<file path="src/rtl/cntwait_pkg.sv">
package cntwait_pkg;

  localparam int unsigned DATA_W  = 32;
  localparam int unsigned REG_W   = 9;
  localparam logic [5:0]  OPC_WAIT = 6'b111110;
  localparam logic [3:0]  COND_ALWAYS = 4'b1111;

  // Instruction word layout; the field order is decoded by the unit.
  typedef struct packed {
    logic [5:0]       opc;
    logic             eff_z;
    logic             eff_c;
    logic             eff_r;
    logic             imm;
    logic [3:0]       cond;
    logic [REG_W-1:0] dst;
    logic [REG_W-1:0] src;
  } instr_t;

  // Operation captured at issue.
  typedef struct packed {
    logic [DATA_W-1:0] target;
    logic [DATA_W-1:0] delta;
    logic [REG_W-1:0]  dst;
    logic              eff_z;
    logic              eff_c;
    logic              eff_r;
  } op_t;

  typedef enum logic [1:0] {
    ST_IDLE = 2'd0,
    ST_WAIT = 2'd1,
    ST_WB   = 2'd2
  } state_t;

  function automatic logic [DATA_W:0] add_carry(input logic [DATA_W-1:0] a,
                                                input logic [DATA_W-1:0] b);
    return {1'b0, a} + {1'b0, b};
  endfunction

  function automatic logic is_zero(input logic [DATA_W-1:0] v);
    return v == '0;
  endfunction

  function automatic logic [DATA_W-1:0] zext_lit(input logic [REG_W-1:0] lit);
    return {{(DATA_W-REG_W){1'b0}}, lit};
  endfunction

endpackage

</file>
<file path="src/rtl/cntwait_decode.sv">
module cntwait_decode
  import cntwait_pkg::*;
(
  input  logic              issue,
  input  logic              idle,
  input  logic [DATA_W-1:0] instr,
  input  logic [DATA_W-1:0] tgt_val,
  input  logic [DATA_W-1:0] src_val,
  output logic              accept,
  output op_t               op
);

  instr_t iw;
  logic   opc_ok;
  logic   cond_ok;

  always_comb begin
    iw      = instr_t'(instr);
    opc_ok  = (iw.opc == OPC_WAIT);
    cond_ok = (iw.cond == COND_ALWAYS);
    accept  = issue && idle && opc_ok && cond_ok;

    op.target = tgt_val;
    op.delta  = iw.imm ? zext_lit(iw.src) : src_val;
    op.dst    = iw.dst;
    op.eff_z  = iw.eff_z;
    op.eff_c  = iw.eff_c;
    op.eff_r  = iw.eff_r;
  end

endmodule

</file>
<file path="src/rtl/cntwait_timer.sv">
module cntwait_timer
  import cntwait_pkg::*;
#(
  parameter int unsigned MIN_CYC = 6
) (
  input  logic              clk,
  input  logic              rst,
  input  logic              start,
  input  logic [DATA_W-1:0] start_tgt,
  input  logic [DATA_W-1:0] sys_cnt,
  output logic              busy,
  output logic              fire,
  output logic [DATA_W-1:0] tgt_q
);

  localparam int unsigned EW       = (MIN_CYC > 2) ? $clog2(MIN_CYC) : 1;
  localparam int unsigned ELAP_MAX = (MIN_CYC > 2) ? MIN_CYC - 2 : 0;

  state_t        state_q;
  logic [EW-1:0] elap_q;
  logic          hit_q;
  logic          match_now;
  logic          min_met;

  assign match_now = (sys_cnt == tgt_q);
  assign min_met   = (elap_q >= EW'(ELAP_MAX));
  assign fire      = (state_q == ST_WAIT) && (hit_q || match_now) && min_met;
  assign busy      = (state_q != ST_IDLE);

  always_ff @(posedge clk) begin
    if (rst) begin
      state_q <= ST_IDLE;
      elap_q  <= '0;
      hit_q   <= 1'b0;
      tgt_q   <= '0;
    end else begin
      unique case (state_q)
        ST_IDLE: begin
          if (start) begin
            state_q <= ST_WAIT;
            elap_q  <= '0;
            hit_q   <= (sys_cnt == start_tgt);
            tgt_q   <= start_tgt;
          end
        end
        ST_WAIT: begin
          if (fire) begin
            state_q <= ST_WB;
          end else begin
            if (!min_met) elap_q <= elap_q + 1'b1;
            if (match_now) hit_q <= 1'b1;
          end
        end
        ST_WB:   state_q <= ST_IDLE;
        default: state_q <= ST_IDLE;
      endcase
    end
  end

  // Checker-side edge counter since issue, saturating.
  logic [EW:0] chk_edges;
  always_ff @(posedge clk) begin
    if (rst) chk_edges <= '0;
    else if (start && !busy) chk_edges <= (EW+1)'(1);
    else if (busy && chk_edges < (EW+1)'(MIN_CYC)) chk_edges <= chk_edges + 1'b1;
  end

  p_min_latency_r3: assert property (@(posedge clk) disable iff (rst)
    fire |-> chk_edges >= (EW+1)'(MIN_CYC - 1));

  p_wb_single_r2: assert property (@(posedge clk) disable iff (rst)
    (state_q == ST_WB) |=> (state_q == ST_IDLE));

  p_target_held_r4: assert property (@(posedge clk) disable iff (rst)
    (state_q == ST_WAIT) |=> $stable(tgt_q));

endmodule

</file>
<file path="src/rtl/cntwait_result.sv">
module cntwait_result
  import cntwait_pkg::*;
(
  input  logic              clk,
  input  logic              rst,
  input  logic              start,
  input  op_t               op_in,
  input  logic              fire,
  input  logic [DATA_W-1:0] target,
  output logic              done,
  output logic              wr_en,
  output logic [REG_W-1:0]  wr_addr,
  output logic [DATA_W-1:0] wr_data,
  output logic              flag_z,
  output logic              flag_c
);

  op_t             op_q;
  logic [DATA_W:0] sum_c;

  assign sum_c = add_carry(target, op_q.delta);

  always_ff @(posedge clk) begin
    if (rst) begin
      op_q <= '0;
    end else if (start) begin
      op_q <= op_in;
    end
  end

  always_ff @(posedge clk) begin
    if (rst) begin
      done    <= 1'b0;
      wr_en   <= 1'b0;
      wr_addr <= '0;
      wr_data <= '0;
      flag_z  <= 1'b0;
      flag_c  <= 1'b0;
    end else if (fire) begin
      done    <= 1'b1;
      wr_en   <= op_q.eff_r;
      wr_addr <= op_q.dst;
      wr_data <= sum_c[DATA_W-1:0];
      if (op_q.eff_z) flag_z <= is_zero(sum_c[DATA_W-1:0]);
      if (op_q.eff_c) flag_c <= sum_c[DATA_W];
    end else begin
      done  <= 1'b0;
      wr_en <= 1'b0;
    end
  end

  p_z_hold_r8: assert property (@(posedge clk) disable iff (rst)
    !fire |=> $stable(flag_z));

  p_c_hold_r9: assert property (@(posedge clk) disable iff (rst)
    !fire |=> $stable(flag_c));

  p_z_value_r8: assert property (@(posedge clk) disable iff (rst)
    (fire && op_q.eff_z) |=> (flag_z == (wr_data == '0)));

  p_c_value_r9: assert property (@(posedge clk) disable iff (rst)
    (fire && op_q.eff_c) |=> (flag_c == (wr_data < $past(target))));

endmodule

</file>
<file path="src/rtl/cntwait_unit.sv">
module cntwait_unit
  import cntwait_pkg::*;
#(
  parameter int unsigned MIN_CYC = 6
) (
  input  logic              clk,
  input  logic              rst,
  input  logic              issue,
  input  logic [31:0]       instr,
  input  logic [31:0]       tgt_val,
  input  logic [31:0]       src_val,
  input  logic [31:0]       sys_cnt,
  output logic              busy,
  output logic              done,
  output logic              wr_en,
  output logic [8:0]        wr_addr,
  output logic [31:0]       wr_data,
  output logic              flag_z,
  output logic              flag_c
);

  logic              accept;
  logic              fire;
  op_t               op_dec;
  logic [DATA_W-1:0] tgt_cur;

  cntwait_decode u_dec (
    .issue   (issue),
    .idle    (!busy),
    .instr   (instr),
    .tgt_val (tgt_val),
    .src_val (src_val),
    .accept  (accept),
    .op      (op_dec)
  );

  cntwait_timer #(.MIN_CYC(MIN_CYC)) u_tmr (
    .clk       (clk),
    .rst       (rst),
    .start     (accept),
    .start_tgt (op_dec.target),
    .sys_cnt   (sys_cnt),
    .busy      (busy),
    .fire      (fire),
    .tgt_q     (tgt_cur)
  );

  cntwait_result u_res (
    .clk     (clk),
    .rst     (rst),
    .start   (accept),
    .op_in   (op_dec),
    .fire    (fire),
    .target  (tgt_cur),
    .done    (done),
    .wr_en   (wr_en),
    .wr_addr (wr_addr),
    .wr_data (wr_data),
    .flag_z  (flag_z),
    .flag_c  (flag_c)
  );

  p_accept_gate_r1: assert property (@(posedge clk) disable iff (rst)
    $rose(busy) |-> $past(issue && instr[31:26] == OPC_WAIT && instr[21:18] == COND_ALWAYS));

  p_done_pulse_r2: assert property (@(posedge clk) disable iff (rst)
    done |=> !done);

  p_done_busy_r2: assert property (@(posedge clk) disable iff (rst)
    done |-> busy);

  p_write_with_done_r7: assert property (@(posedge clk) disable iff (rst)
    wr_en |-> done);

endmodule

</file>
<file path="config.mk">
export PLATFORM = sky130hd
export DESIGN_NAME = cntwait_unit
export DESIGN_NICKNAME = d
export VERILOG_FILES = /design/src/rtl/cntwait_pkg.sv /design/src/rtl/cntwait_decode.sv /design/src/rtl/cntwait_timer.sv /design/src/rtl/cntwait_result.sv /design/src/rtl/cntwait_unit.sv
export SDC_FILE = /design/constraint.sdc
export NUM_CORES = 1
export LEC_CHECK = 0
export ABC_AREA = 1
export BUFFER_PORTS_ARGS = -buffer_cell sky130_fd_sc_hd__buf_4
export CORE_MARGIN = 2
export CORE_UTILIZATION = 51
export DETAILED_ROUTE_END_ITERATION = 12
export GPL_TIMING_DRIVEN = 0
export HOLD_SLACK_MARGIN = 0.06
export PLACE_DENSITY = 0.82
export REMOVE_ABC_BUFFERS = 1
export SETUP_SLACK_MARGIN = 0.15
export SLEW_MARGIN = 20
export SYNTH_ARGS = -nofsm -noshare
export SYNTH_HDL_FRONTEND = slang
export SYNTH_HIERARCHICAL = 1
export SYNTH_SLANG_ARGS = --single-unit
export TNS_END_PERCENT = 100
</file>
<file path="constraint.sdc">
create_clock -name clk -period 2.3 [get_ports clk]
set_clock_uncertainty 0.2 [all_clocks]
set_input_delay 0.46 -clock clk [delete_from_list [all_inputs] [get_ports clk]]
set_output_delay 0.46 -clock clk [all_outputs]
set_load 0.05 [all_outputs]
</file>
* Yosys cells after proc, flatten, opt, wreduce, memory -nomap -nowiden
Index checks and enable logic that the tools add are counted.
** Storage, ports and cells
- Flip-flop bits (word level) :: 127
- Input bits :: 131
** Cells by class
- Add/subtract/negate cells :: 2
- Order comparisons :: 1
- Eq/ne operators :: 10
- Mux-type cells :: 13
- Bitwise gates (word level) :: 1
- Reduce and logical (&&, ||, !) cells :: 18
** Operators by type and width (number)
- $eq 32x32->1 :: 2
- $add 32x32->33 :: 1
- $logic_not 32->1 :: 1
- $mux 32 :: 1
- $mux 3 :: 3
- $ne 2x2->1 const B :: 4
- $reduce_and 2->1 :: 4
- $reduce_and 4->1 :: 2
- $eq 6x6->1 const B :: 1
- $pmux 3 s2 :: 1
- $logic_and 1x1->1 :: 5
- $eq 4x4->1 const B :: 1
- $mux 1 :: 4
- $mux 2 :: 2
- $pmux 2 s2 :: 1
- $reduce_bool 2->1 :: 2
- $add 3x1->3 const B :: 1
- $ge 3x3->1 const B :: 1
- $eq 2x1->1 const B :: 1
- $logic_not 2->1 :: 1
- $ne 2x1->1 const B :: 1
- $pmux 1 s2 :: 1
- $reduce_or 2->1 :: 1
- $logic_not 1->1 :: 1
- 2 further kinds :: 2

* Longest topological paths before layout
Gate-level depths: netlist (run 1).
- Word-level depth :: 7
- Mapped depth :: 20
- Gate-level depth less buffers :: 19

* Hierarchy
Netlist (run 1), hierarchy kept.
** By module, submodules not included
- cntwait_result :: instances 1, cells an instance 941, area each 5674.2 sq um, seq. area each 1781.7 sq um
- cntwait_timer :: instances 1, cells an instance 364, area each 2358.5 sq um, seq. area each 760.7 sq um
- cntwait_decode :: instances 1, cells an instance 131, area each 678.2 sq um, seq. area each 0.0 sq um
- cntwait_unit :: instances 1, cells an instance 1, area each 3.8 sq um, seq. area each 0.0 sq um

* Least setup slack after synthesis (run 1)
OpenSTA, ideal clock, no wires.
- Path kind :: input-to-reg
- Start point :: input sys_cnt[2]
- End point :: register u_res.flag_z
- Setup time :: 0.068 ns
- Arrival time :: 2.054 ns
- Required time :: 2.032 ns
- Path slack :: -0.021 ns
- Cell stages on the path :: 18
- Buffers on the path :: 1
- Path through :: xnor2_1 -> nand2_1 -> nor2_1 -> nand2_1 -> nor2_2 -> nand2_2 -> nand2_2 -> nand2_4 -> inv_1 -> clkbuf_1 -> nand2_1 -> nor2_1 -> nand2_1 -> nor2_1 -> nand3_1 -> nor2_1 -> nand3_1 -> a21oi_2
** Between the ends
- Cells in the longest elaborated chain, start to end :: 5
** Ends and longest elaborated chain
- start: declaration :: line cntwait_unit.sv:12 : input logic [31:0] sys_cnt,
- $eq 32x32->1 :: line cntwait_timer.sv:25 : assign match_now = (sys_cnt == tgt_q);
- $logic_or 1x1->1 :: line cntwait_timer.sv:27 : assign fire = (state_q == ST_WAIT) && (hit_q || match_now) && min_met;
- $logic_and 1x1->1 (2 in series) :: line cntwait_timer.sv:27
- via fire :: line cntwait_unit.sv:23 : logic fire;
- $reduce_and 2->1 (no source line)
- end signal: assignment :: line cntwait_result.sv:44 : if (op_q.eff_z) flag_z <= is_zero(sum_c[DATA_W-1:0]);
- end: declaration :: line cntwait_result.sv:14 : output logic flag_z,
The timed path passes the listed nets, and every way through them passes these cells.
A chain may end at the register's enable or synchronous reset.

* Worst setup path after layout (run 1)
- Start point :: register u_tmr.tgt_q[0]
- End point :: register u_res.flag_z
** Between the ends
- Cells in the longest elaborated chain, start to end :: 5
- Elaborated cells on any way between the ends :: 7
- Those cells by class :: add/sub (1); eq/ne (1); reduce/logical (5)
** Ends and longest elaborated chain
- start: declaration :: line cntwait_timer.sv:13 : output logic [DATA_W-1:0] tgt_q
- start signal: assignment :: line cntwait_timer.sv:43 : tgt_q <= start_tgt;
- branches (longest 5 deep; another with $add 32x32->33)
Parallel ways; which one is timed is not known.

==> load_flow_metrics.sql, run 1 <==
INSERT INTO impl_metrics (metric_group, metric, value, unit) VALUES
('final_layout', 'drive_above_1_share', '24.84', '%'),
('clocking', 'number_of_h_tree_levels', '4', ''),
('clocking', 'cts_sinks', '127', ''),
('die', 'initial_core_util', '52.36', '%'),
('critical_path', 'worst-setup-path-type', 'reg -> reg', ''),
('sta', 'report.final.hold_viol_count', '0', ''),
('critical_path', 'critical_path_arrival', '2.69', 'ns'),
('final_layout', 'fillCellCount', '1408', ''),
('route', 'post_drt_wl_per_cell', '14.44', 'um'),
('synth', 'yosysMostFrequentCell', 'sky130_fd_sc_hd__nand2_1', ''),
('synth', 'netlist_instances', '1437', ''),
('power', 'powerDensity', '477.8', 'mW/mm^2'),
('sta', 'finalSetupViolations', '11', ''),
('global_routing', 'gr-total-overflow', '0', ''),
('route', 'post-route-drc-count', '0', ''),
('clocking', 'tritoncts', 'yes', ''),
('placement', 'finalWeightedCongestion', '0.9192', ''),
('outcome', 'failing_checks', 'setup timing', ''),
('global_routing', 'grt.total_usage', '27.65', '%'),
('placement', 'placement.cell_area', '0.009897', 'sq mm'),
('sta', 'maxSlewHeadroom', '28.31', '%'),
('placement', 'post-dp-hpwl', '17630', 'um'),
('clocking', 'cts-root-to-sink-buffers', '2', ''),
('route', 'met2RoutedLength', '13250', 'um'),
('clocking', 'worst_skew_pair.late_latency', '0.42', 'ns'),
('min_path', 'worstHoldPathType', 'in -> reg', ''),
('die', 'fp.dieH', '134.7', 'um'),
('synth', 'synthesis.area', '0.008715', 'sq mm'),
('synth', 'post_synth_main_area_contributors', 'sky130_fd_sc_hd__dfxtp_1 29%, sky130_fd_sc_hd__nand2_1 15%, sky130_fd_sc_hd__nor2_1 12%', ''),
('final_layout', 'final_net_count', '1755', ''),
('die', 'core-area', '0.01664', 'sq mm'),
('synth', 'synth_edf_count', '0', ''),
('sta', 'grt_setup_unrepaired', 'true', ''),
('power', 'vdd.ir_drop.worst', '0.4772', 'mV'),
('route', 'drtPass1Iterations', '5', ''),
('die', 'design.portCount', '177', ''),
('route', 'met1Wirelength', '10760', 'um'),
('clocking', 'cts_root_buffer', 'sky130_fd_sc_hd__clkbuf_16', ''),
('route', 'vias_per_cell', '5.042', ''),
('synth', 'synth_warnings', '6', ''),
('sta', 'timing.final.crit_share', '109.9', '%'),
('synth', 'synthesis.area_per_instance', '6.064', 'sq um'),
('synth', 'synth.cells.most_frequent', '351 x sky130_fd_sc_hd__nand2_1, 288 x sky130_fd_sc_hd__nor2_1, 218 x sky130_fd_sc_hd__inv_1', ''),
('synth', 'seq_area_frac_synth', '29.17', '%'),
('sta', 'final.setup.worst_slack', '-0.2283', 'ns'),
('global_routing', 'via_count_of_the_first_global_routing_pass', '8491', ''),
('route', 'drt_wl_total', '26300', 'um'),
('global_routing', 'antenna_violations_before_repair', '0', ''),
('critical_path', 'worstSetupEndpointType', 'register', ''),
('route', 'via_count', '9186', ''),
('die', 'fp-row-count', '47', ''),
('sta', 'max_freq', '0.3955', 'GHz'),
('clocking', 'cts_buffers', '17', ''),
('critical_path', 'worst_ep_required_time', '2.46', 'ns'),
('synth', 'synth.lib_cells_used.distinct', '37', ''),
('synth', 'synth_async_sr_flop_share', '0', '%'),
('global_routing', 'maximum_number_of_pins_on_one_net_before_global_route_repair', '47', ''),
('critical_path', 'crit_fanout', '4', ''),
('critical_path', 'worst_setup_path_start_kind', 'register', ''),
('route', 'first_iter_violations', '694', ''),
('power', 'total_leakage_power', '6.000', 'nW'),
('final_layout', 'antenna-diode-count', '0', ''),
('final_layout', 'area_growth', '33.50', '%'),
('outcome', 'outcome', 'finished with violations', ''),
('clocking', 'worst_setup_hold_path_clk_slew', '0.06', 'ns'),
('job', 'drv_cap', '0', ''),
('die', 'floorplan.die.width', '134.7', 'um'),
('route', 'top_layer', 'met4', ''),
('global_routing', 'global_route_wire_length_before_repair', '40280', 'um'),
('synth', 'cell_type_contributing_the_most_total_cell_area_after_synthesis', 'sky130_fd_sc_hd__dfxtp_1', ''),
('route', 'met3_length', '1568', 'um');
==> final timing paths <==
check / startpoint / cells after the start / end / slack, ns
worst max-delay path: u_tmr/tgt_q[0] / 13 / u_res/flag_z / -0.23
worst min-delay path: instr[15] / 3 / u_res/op_q[9] / 0.07
worst min register to register: u_res/op_q[0] / 2 / u_res/wr_en / 0.25
worst max register to register: u_tmr/tgt_q[0] / 13 / u_res/flag_z / -0.23
==> through the flow <==
stage               std cells  TNS [ns]  power (mW)  hold slack [ns]  util [%]
floorplan                1354   -113.17       2.395           0.2160         -
global placement         1750   -284.27       2.633           0.2271     59.01
detailed placement       1753    -80.33       2.645           0.2337     59.47
CTS                      1809   -0.3111       5.585          0.06153     66.53
global route             1822    -3.059       5.707          0.07844     69.90
finish                   1822   -0.7600       5.559          0.06978     69.90
==> layout by cell type, fill, tap and decap left out, types with 13 or more instances in the layout <==
| master | instances |
|---|---|
| sky130_fd_sc_hd__nor2_2 | 24 |
| sky130_fd_sc_hd__nand4_1 | 13 |
| sky130_fd_sc_hd__nand3_1 | 36 |
| sky130_fd_sc_hd__dfxtp_1 | 106 |
| sky130_fd_sc_hd__ha_4 | 15 |
| sky130_fd_sc_hd__nand2_1 | 325 |
| sky130_fd_sc_hd__xor2_1 | 27 |
| sky130_fd_sc_hd__buf_4 | 190 |
| sky130_fd_sc_hd__inv_1 | 214 |
| sky130_fd_sc_hd__clkbuf_16 | 21 |
| sky130_fd_sc_hd__a21oi_1 | 37 |
| sky130_fd_sc_hd__o21ai_0 | 100 |
| sky130_fd_sc_hd__nor2_1 | 261 |
| sky130_fd_sc_hd__xnor2_1 | 23 |
| sky130_fd_sc_hd__o21ai_1 | 16 |
| sky130_fd_sc_hd__nand2_2 | 34 |
| sky130_fd_sc_hd__nor2_4 | 13 |
| sky130_fd_sc_hd__dfxtp_2 | 19 |
==> sequential cells by signal, indices dropped and copies added (netlist names), 2 cells and up <==
register	count
u_res/wr_addr	9
u_tmr/tgt_q	32
u_tmr/state_q	2
u_res/op_q	44
u_res/wr_data	32
u_tmr/elap_q	3
==> power breakdown <==
group	leakage [nW]	switching (mW)	internal [mW]	total, mW
Sequential	1.03	0.000946	2.20	2.20
Clock	0.310	1.08	1.86	2.94
Combinational	4.66	0.189	0.230	0.419
==> final cells by class <==
| cell class | count | share of cell area [%] |
|---|---|---|
| multi-input combinational | 1006 | 46.58 |
| sequential | 127 | 22.12 |
| timing repair buffer | 213 | 15.78 |
| inverter | 223 | 7.550 |
| clock buffer | 18 | 3.775 |
| tap | 220 | 2.366 |
| clock inverter | 14 | 1.753 |
| timing repair inverter | 1 | 0.07528 |
==> repair_timing <==
item	4_1_cts	5_1_grt
hold buffers	8	0
gates cloned	4	6
setup buffers	12	7
gates resized for setup	79	117
pin swaps	15	30
endpoints found under the setup margin	124	123
hold endpoints to repair	8	0
==> layer usage <==
layer	GRT usage [%]	up-vias
met5	0	-
li1	-	4674
met1	32.81	4147
met2	50.06	313
met4	10.06	0
met3	4.542	52
==> worst max-delay path, cell delays in order (launching register included) <==
cell	delay (ns)
sky130_fd_sc_hd__dfxtp_4	0.36
sky130_fd_sc_hd__ha_4	0.17
sky130_fd_sc_hd__fa_2	0.38
sky130_fd_sc_hd__nand2_1	0.08
sky130_fd_sc_hd__nand2_1	0.07
sky130_fd_sc_hd__nand3_1	0.11
sky130_fd_sc_hd__nand2_2	0.11
sky130_fd_sc_hd__xnor2_2	0.25
sky130_fd_sc_hd__nand2_1	0.11
sky130_fd_sc_hd__nor2_2	0.16
sky130_fd_sc_hd__nand3_1	0.11
sky130_fd_sc_hd__nor2_2	0.12
sky130_fd_sc_hd__nand3_2	0.09
sky130_fd_sc_hd__a21oi_2	0.15
==> kinds of logic after synthesis <==
logic type	Yosys count	synth area share, %
and+or+nand+nor	730	33.86
buffers and inverters	306	15.23
AOI/OAI and AO/OA	183	11.00
DFF	127	29.17
xor gates and xnor gates	56	5.628
adders and majority gates	35	5.111
Power figures use the tool's default switching activity.
==> inputs of run 2 (changes only) <==
CORE_UTILIZATION = 55   (was 51)
PLACE_DENSITY = 0.84   (was 0.82)
clock period = 3 ns   (was 2.3 ns; I/O delays follow)
==> run 2 against run 1 <==
The run now ends clean. Via count down 3.4%. Critical path type unchanged. Sequential power down 23%. Largest power group unchanged. Cell area down 8.5%. Die area down 7.1%. Utilization down 1.9 points. Hold slack better by 0.13 ns. Combinational power down 27%. Power down 26%.
==> load_flow_metrics.sql, run 2 (synthesized netlist as in run 1, its figures left out) <==
INSERT INTO impl_metrics (metric_group, metric, value, unit) VALUES
('critical_path', 'crit_end', 'u_res/flag_z', ''),
('final_layout', 'commonest_non_fill_non_tap_cells_in_the_layout', '351 x sky130_fd_sc_hd__nand2_1, 284 x sky130_fd_sc_hd__nor2_1, 217 x sky130_fd_sc_hd__inv_1, 181 x sky130_fd_sc_hd__buf_4, 123 x sky130_fd_sc_hd__dfxtp_1', ''),
('sta', 'setup_tns', '0', 'ns'),
('clocking', 'tritoncts', 'yes', ''),
('sta', 'final.hold.worst_slack', '0.2004', 'ns'),
('critical_path', 'worst_path_largest_cell_delay', '0.40', 'ns'),
('clocking', 'cts-root-to-sink-buffers', '2', ''),
('critical_path', 'crit_fanout', '13', ''),
('critical_path', 'worstSetupEndpointType', 'register', ''),
('final_layout', 'layout_top_registers', 'u_res/op_q x44, u_res/wr_data x32, u_tmr/tgt_q x32', ''),
('sta', 'grt_setup_unrepaired', 'false', ''),
('global_routing', 'gr-total-overflow', '0', ''),
('critical_path', 'worst-setup-path-type', 'reg -> reg', ''),
('sta', 'timing.final.crit_share', '92.00', '%'),
('route', 'drtPass1Iterations', '5', ''),
('power', 'powerDensity', '384.0', 'mW/mm^2'),
('final_layout', 'finalCoreUtilization', '68.03', '%'),
('placement', 'placement.cell_area', '0.009892', 'sq mm'),
('route', 'post_drt_wl_per_cell', '13.25', 'um'),
('final_layout', 'drive_above_1_share', '16.40', '%'),
('clocking', 'number_of_h_tree_levels', '4', ''),
('die', 'floorplan.die.width', '129.9', 'um'),
('sta', 'worstMarginPinSlew', '1.053', 'ns'),
('critical_path', 'crit_slowest_cell', 'sky130_fd_sc_hd__dfxtp_1', ''),
('route', 'antenna_violating_nets_left', '0', ''),
('route', 'first_iter_violations', '637', ''),
('critical_path', 'crit_top_cell', 'sky130_fd_sc_hd__nand2_1', ''),
('critical_path', 'timing.reg2reg.worst_path_depth', '18', ''),
('final_layout', 'antenna-diode-count', '0', ''),
('global_routing', 'grt.total_usage', '28.43', '%'),
('sta', 'max_freq', '0.3623', 'GHz'),
('route', 'via_count', '8875', ''),
('critical_path', 'critical_path_cell_sequence', 'xnor2_1 -> nand2_1 -> nor2_2 -> nand2_1 -> nor2_4 -> nand2_2 -> nand2_2 -> nand2_4 -> inv_8 -> buf_12 -> nand2_1 -> nor2_1 -> nand2_1 -> nor2_2 -> nand3_1 -> nor2_1 -> nand3_1 -> a21oi_2', ''),
('clocking', 'cts_sinks', '127', ''),
('final_layout', 'flip_flop_count_of_the_largest_register_after_layout', '44', ''),
('die', 'fp-row-count', '46', ''),
('global_routing', 'via_count_of_the_first_global_routing_pass', '8192', ''),
('route', 'drt_wl_total', '23700', 'um'),
('critical_path', 'worstSetupStartpoint', 'u_tmr/tgt_q[2]', ''),
('final_layout', 'area_growth', '22.21', '%'),
('sta', 'finalSetupViolations', '0', ''),
('min_path', 'timing.hold.worst_path_depth', '3', ''),
('min_path', 'worstHoldPathType', 'in -> reg', ''),
('final_layout', 'largest_register_by_flop_count', 'u_res/op_q', ''),
('final_layout', 'fillCellCount', '1396', ''),
('die', 'initial_core_util', '55.67', '%'),
('final_layout', 'layout.cells.most_common', 'sky130_fd_sc_hd__nand2_1', ''),
('global_routing', 'global_route_wire_length_before_repair', '38140', 'um'),
('clocking', 'worst_skew_pair.late_latency', '0.42', 'ns'),
('global_routing', 'antenna_violations_before_repair', '0', ''),
('route', 'post-route-drc-count', '0', ''),
('die', 'fp.dieH', '129.9', 'um'),
('sta', 'report.final.hold_viol_count', '0', ''),
('job', 'drv_cap', '0', ''),
('sta', 'maxSlewHeadroom', '29.69', '%'),
('placement', 'port-buffer-count', '176', ''),
('final_layout', 'final_net_count', '1727', ''),
('die', 'core-area', '0.01566', 'sq mm'),
('critical_path', 'reg2reg_slack', '0.24', 'ns'),
('sta', 'finalCriticalPeriod', '2.760', 'ns'),
('final_layout', 'final_design_area_no_fill', '0.01065', 'sq mm'),
('outcome', 'outcome', 'finished clean', ''),
('placement', 'post-dp-hpwl', '16990', 'um'),
('global_routing', 'maximum_number_of_pins_on_one_net_before_global_route_repair', '49', ''),
('placement', 'pre_cts_slack', '-0.8373', 'ns'),
('sta', 'timing_max_transition_violations_final', '0', ''),
('sta', 'final.setup.worst_slack', '0.2399', 'ns'),
('clocking', 'cts_buffers', '17', ''),
('power', 'total_leakage_power', '5.813', 'nW'),
('clocking', 'worst_setup_hold_path_clk_slew', '0.06', 'ns'),
('die', 'design.portCount', '177', ''),
('critical_path', 'critical_path_arrival', '2.92', 'ns'),
('die', 'area_of_the_die', '0.01687', 'sq mm'),
('critical_path', 'worst_setup_path_start_kind', 'register', ''),
('critical_path', 'worst_ep_required_time', '3.16', 'ns'),
('route', 'vias_per_cell', '4.961', ''),
('critical_path', 'crit-reg2reg-launch', 'u_tmr/tgt_q[2]', ''),
('placement', 'finalWeightedCongestion', '0.8885', ''),
('critical_path', 'crit-reg2reg-capture', 'u_res/flag_z', ''),
('clocking', 'cts_root_buffer', 'sky130_fd_sc_hd__clkbuf_16', ''),
('power', 'vdd.ir_drop.worst', '0.3723', 'mV');
run 2: how the worst min path moves through the flow:
stage / from / endpoint / slack (ns)
after floorplan: u_res/op_q[0] / u_res/wr_en / 0.22
after global placement: u_res/op_q[0] / u_res/wr_en / 0.22
after detailed placement: u_res/op_q[0] / u_res/wr_en / 0.25
after CTS: instr[16] / u_res/op_q[10] / 0.19
after global routing: instr[24] / u_res/op_q[1] / 0.21
final: instr[16] / u_res/op_q[10] / 0.20
run 2: through the flow:
| stage | power [mW] | instances |
|---|---|---|
| after floorplan | 1.836 | 1354 |
| after global placement | 2.018 | 1746 |
| after detailed placement | 2.028 | 1749 |
| after CTS | 4.112 | 1784 |
| after global routing | 4.229 | 1789 |
| final | 4.090 | 1789 |
run 2: worst max-delay path: cells and delay by family, from the launching register on:
| family | cells | cell delay, ns |
|---|---|---|
| flops | 1 | 0.40 |
| xor+xnor | 1 | 0.15 |
| simple gates | 14 | 1.53 |
| compound gates | 1 | 0.14 |
| buf+inv | 2 | 0.27 |
run 2: metal layers:
layer / track usage, % / part of all wire, %
met4: 9.994 / 2.1
met2: 50.42 / 50
met3: 5.412 / 5.7
met1: 34.44 / 42
met5: 0 / 0
run 2: repair_timing:
item                       in CTS  in global routing
setup endpoints to repair      62                 80
hold buffers                    0                  0
pin swaps                       2                  2
gates resized for setup         5                 16
buffers inserted                1                  4
cloned                          3                  1
run 2: where the power goes:
part	internal, mW	switching (mW)	leakage [nW]
sequential	1.69	0.000578	1.02
clock	1.34	0.753	0.289
combinational	0.167	0.139	4.50
run 2: cell type report:
type	count	area [sq um]	area share, %
repair buffers	186	1484	13.93
multi-input cells	1006	4895	45.96
well taps	216	270.3	2.538
inverters	223	855.8	8.036
clock buffers	21	460.4	4.323
flip-flops and latches	127	2547	23.92
clock inverters	10	137.6	1.292
==> inputs of run 3 (changes only) <==
ABC_AREA = default   (was 1)
PLACE_DENSITY = 0.85   (was 0.84)
==> run 3 against run 2 <==
Critical path depth shrank 2. Setup slack got worse by 1.2 ns. Die area is 11% lower. Cell count decreased by 30%. The run now ends with setup timing left. Routed wire length shrank 2.0%.
==> load_flow_metrics.sql, run 3 <==
INSERT INTO impl_metrics (metric_group, metric, value, unit) VALUES
('outcome', 'outcome', 'finished with violations', ''),
('outcome', 'failing_checks', 'setup timing', ''),
('final_layout', 'drive_above_1_share', '32.93', '%'),
('final_layout', 'finalNonFillerCells', '1252', ''),
('placement', 'finalWeightedCongestion', '0.9015', ''),
('global_routing', 'global_route_wire_length_before_repair', '34270', 'um'),
('clocking', 'hold_buffers', '0', ''),
('global_routing', 'maximum_number_of_pins_on_one_net_before_global_route_repair', '127', ''),
('final_layout', 'layout_top_registers', 'u_res/op_q x44, u_res/wr_data x32, u_tmr/tgt_q x32', ''),
('min_path', 'hold_path_end', 'u_res/op_q[4]', ''),
('synth', 'netlist.area_leader.share', '32.84', '%'),
('route', 'post-route-drc-count', '0', ''),
('critical_path', 'crit-reg2reg-launch', 'u_tmr/tgt_q[9]', ''),
('min_path', 'holdCritStartpoint', 'instr[10]', ''),
('route', 'post_drt_wl_per_cell', '18.56', 'um'),
('power', 'total_leakage_power', '4.178', 'nW'),
('critical_path', 'crit_top_cell', 'sky130_fd_sc_hd__nor4_4', ''),
('global_routing', 'via_count_of_the_first_global_routing_pass', '6802', ''),
('clocking', 'number_of_h_tree_levels', '4', ''),
('sta', 'timing.final.crit_share', '131.6', '%'),
('final_layout', 'commonest_non_fill_non_tap_cells_in_the_layout', '217 x sky130_fd_sc_hd__buf_4, 106 x sky130_fd_sc_hd__dfxtp_1, 101 x sky130_fd_sc_hd__nor2_1, 92 x sky130_fd_sc_hd__nand2_1, 75 x sky130_fd_sc_hd__mux2i_1', ''),
('global_routing', 'grt.total_usage', '29.75', '%'),
('sta', 'maxSlewHeadroom', '37.27', '%'),
('die', 'core-area', '0.01383', 'sq mm'),
('route', 'drtPass1Iterations', '5', ''),
('power', 'powerDensity', '413.1', 'mW/mm^2'),
('final_layout', 'final_net_count', '1225', ''),
('synth', 'synthesis.area', '0.007741', 'sq mm'),
('synth', 'seq_area_frac_synth', '32.84', '%'),
('sta', 'max_freq', '0.2532', 'GHz'),
('clocking', 'worst_setup_hold_path_clk_slew', '0.05', 'ns'),
('clocking', 'cts_buffers', '17', ''),
('power', 'vdd.ir_drop.worst', '0.3494', 'mV'),
('synth', 'synth_warnings', '6', ''),
('critical_path', 'crit-reg2reg-capture', 'u_res/flag_z', ''),
('synth', 'synth.lib_cells_used.distinct', '70', ''),
('critical_path', 'worstSetupEndpointType', 'register', ''),
('route', 'drt_wl_total', '23240', 'um'),
('synth', 'post_synth_main_area_contributors', 'sky130_fd_sc_hd__dfxtp_1 33%, sky130_fd_sc_hd__mux2i_1 9.7%, sky130_fd_sc_hd__xnor2_1 8.5%', ''),
('die', 'area_of_the_die', '0.01504', 'sq mm'),
('synth', 'cell_type_contributing_the_most_total_cell_area_after_synthesis', 'sky130_fd_sc_hd__dfxtp_1', ''),
('route', 'antenna_violating_nets_left', '0', ''),
('clocking', 'cts_root_buffer', 'sky130_fd_sc_hd__clkbuf_16', ''),
('min_path', 'timing.hold.worst_path_depth', '3', ''),
('route', 'vias_per_cell', '5.736', ''),
('die', 'fp.dieH', '122.6', 'um'),
('clocking', 'cts-root-to-sink-buffers', '2', ''),
('critical_path', 'crit_fanout', '3', ''),
('synth', 'synth-main-ff-cell', 'sky130_fd_sc_hd__dfxtp_1', ''),
('synth', 'yosysMostFrequentCell', 'sky130_fd_sc_hd__dfxtp_1', ''),
('placement', 'pre_cts_slack', '-2.178', 'ns'),
('critical_path', 'reg2reg_slack', '-0.95', 'ns'),
('global_routing', 'antenna_violations_before_repair', '0', ''),
('final_layout', 'area_growth', '32.83', '%'),
('die', 'initial_core_util', '55.99', '%'),
('final_layout', 'flip_flop_count_of_the_largest_register_after_layout', '44', ''),
('synth', 'synth_edf_count', '0', ''),
('synth', 'flip_flop_and_latch_count_after_synthesis', '127', ''),
('die', 'design.portCount', '177', ''),
('critical_path', 'worst_setup_path_start_kind', 'register', ''),
('global_routing', 'gr-total-overflow', '0', ''),
('placement', 'placedCellCount', '1180', ''),
('route', 'via_count', '7181', ''),
('clocking', 'cts_sinks', '127', ''),
('final_layout', 'largest_register_by_flop_count', 'u_res/op_q', ''),
('final_layout', 'final_design_area_no_fill', '0.01028', 'sq mm'),
('critical_path', 'critical_path_arrival', '4.08', 'ns'),
('power', 'finalPower', '4.248', 'mW'),
('route', 'first_iter_violations', '650', ''),
('final_layout', 'antenna-diode-count', '0', ''),
('critical_path', 'timing.reg2reg.worst_path_depth', '16', ''),
('job', 'drv_cap', '0', ''),
('sta', 'finalCriticalPeriod', '3.949', 'ns'),
('critical_path', 'worst-setup-path-type', 'reg -> reg', ''),
('sta', 'final.setup.worst_slack', '-0.9490', 'ns'),
('sta', 'final.hold.worst_slack', '0.2182', 'ns'),
('synth', 'synthesis.area_per_instance', '8.630', 'sq um'),
('sta', 'setup_tns', '-2.697', 'ns'),
('synth', 'synth_async_sr_flop_share', '0', '%'),
('placement', 'post-dp-hpwl', '15860', 'um'),
('sta', 'report.final.hold_viol_count', '0', ''),
('sta', 'timing_max_transition_violations_final', '0', ''),
('sta', 'worstMarginPinSlew', '0.9409', 'ns'),
('placement', 'placement.cell_area', '0.008884', 'sq mm'),
('sta', 'grt_setup_unrepaired', 'true', ''),
('synth', 'netlist_instances', '897', ''),
('placement', 'port-buffer-count', '176', ''),
('min_path', 'worstHoldPathType', 'in -> reg', ''),
('die', 'fp-row-count', '43', ''),
('critical_path', 'critical_path_cell_sequence', 'xnor2_1 -> nand4_1 -> nor4_4 -> a21oi_2 -> nor3_2 -> buf_6 -> clkinvlp_4 -> nor2_4 -> o2111ai_4 -> nor4_4 -> o2111ai_2 -> nor4_4 -> nand4_1 -> nor4_2 -> or4b_4 -> o31ai_4', ''),
('critical_path', 'crit_slowest_cell', 'sky130_fd_sc_hd__or4b_4', ''),
('final_layout', 'finalCoreUtilization', '74.36', '%'),
('sta', 'finalSetupViolations', '7', ''),
('critical_path', 'worst_ep_required_time', '3.13', 'ns'),
('critical_path', 'worst_path_largest_cell_delay', '0.51', 'ns'),
('synth', 'synth.cells.most_frequent', '127 x sky130_fd_sc_hd__dfxtp_1, 103 x sky130_fd_sc_hd__nor2_1, 94 x sky130_fd_sc_hd__nand2_1', ''),
('final_layout', 'layout.cells.most_common', 'sky130_fd_sc_hd__buf_4', ''),
('clocking', 'worst_skew_pair.late_latency', '0.42', 'ns'),
('die', 'floorplan.die.width', '122.6', 'um'),
('clocking', 'tritoncts', 'yes', '');
[run 3: changes by cell type in the layout (fill, tap and decap cells not counted), moves of 17 or more]
cell	change
sky130_fd_sc_hd__a21oi_1	+19
sky130_fd_sc_hd__xnor2_1	+38
sky130_fd_sc_hd__nor2b_1	+31
sky130_fd_sc_hd__inv_1	-208
sky130_fd_sc_hd__buf_4	+36
sky130_fd_sc_hd__mux2i_1	+75
sky130_fd_sc_hd__dfxtp_1	-17
sky130_fd_sc_hd__nand3_1	-38
sky130_fd_sc_hd__nand2_1	-259
sky130_fd_sc_hd__nor2_1	-183
sky130_fd_sc_hd__o21ai_0	-104
[run 3: worst max-delay path by stage]
stage / from / end / slack [ns] / depth (start not counted)
after detailed placement: sys_cnt[25] / u_res/flag_z / -2.18 / 17
after CTS: u_tmr/tgt_q[20] / u_res/flag_z / -1.06 / 16
after global routing: u_tmr/tgt_q[17] / u_res/flag_z / -1.05 / 16
after global placement: sys_cnt[25] / u_res/flag_z / -9.30 / 16
final: u_tmr/tgt_q[9] / u_res/flag_z / -0.95 / 16
after floorplan: u_tmr/state_q[1] / u_tmr/elap_q[2] / -5.47 / 8
[run 3: worst max-delay path: cells and delay by family, from the launching register on]
kind | cells | cell delay, ns
AO/OA/AOI/OAI | 4 | 0.64
buffers and inverters | 2 | 0.29
flip-flops | 1 | 0.44
AND/OR/NAND/NOR | 9 | 2.10
XOR/XNOR | 1 | 0.17
[run 3: power by group]
| group | switching (mW) | leakage (nW) | internal, mW |
|---|---|---|---|
| Sequential | 0.000364 | 1.03 | 1.69 |
| Clock | 0.734 | 0.320 | 1.51 |
| Combinational | 0.136 | 2.82 | 0.182 |
| Total | 0.870 | 4.18 | 3.38 |
[run 3: kinds of logic (layout without fill, tap and decap cells)]
kind of cell,Yosys count,after routing,share of synthesized area (%)
flip-flops,127,127,32.84
adder cells (fa/ha/maj),35,35,5.754
AND/OR/NAND/NOR,310,310,19.01
XOR/XNOR,87,87,9.843
AO/OA/AOI/OAI,158,158,13.77
multiplexers,84,84,11.35
buffers and inverters,96,271,7.435
[run 3: layout make-up]
cell class                 count  area (sq um)
clock inverter                 3         90.09
timing repair buffer         229          1807
multi-input combinational    674          4985
sequential                   127          2574
clock buffer                  29         560.5
tap                          180         225.2
fill                         966          3545
inverter                      10         41.29
[run 3: layer usage]
metal	track usage (%)	up-vias	wire (um)
met5	0	-	0
met1	34.75	3395	9215
li1	-	3408	-
met2	52.26	323	11420
met3	7.760	55	1845
met4	10.99	0	750
[run 3: what timing repair did]
action                     in CTS  in global routing
cloned                          0                  1
gates resized for setup        34                 67
buffers inserted               18                 21
hold endpoints to repair        0                  0
pin swaps                      14                 32
setup endpoints to repair      24                 41
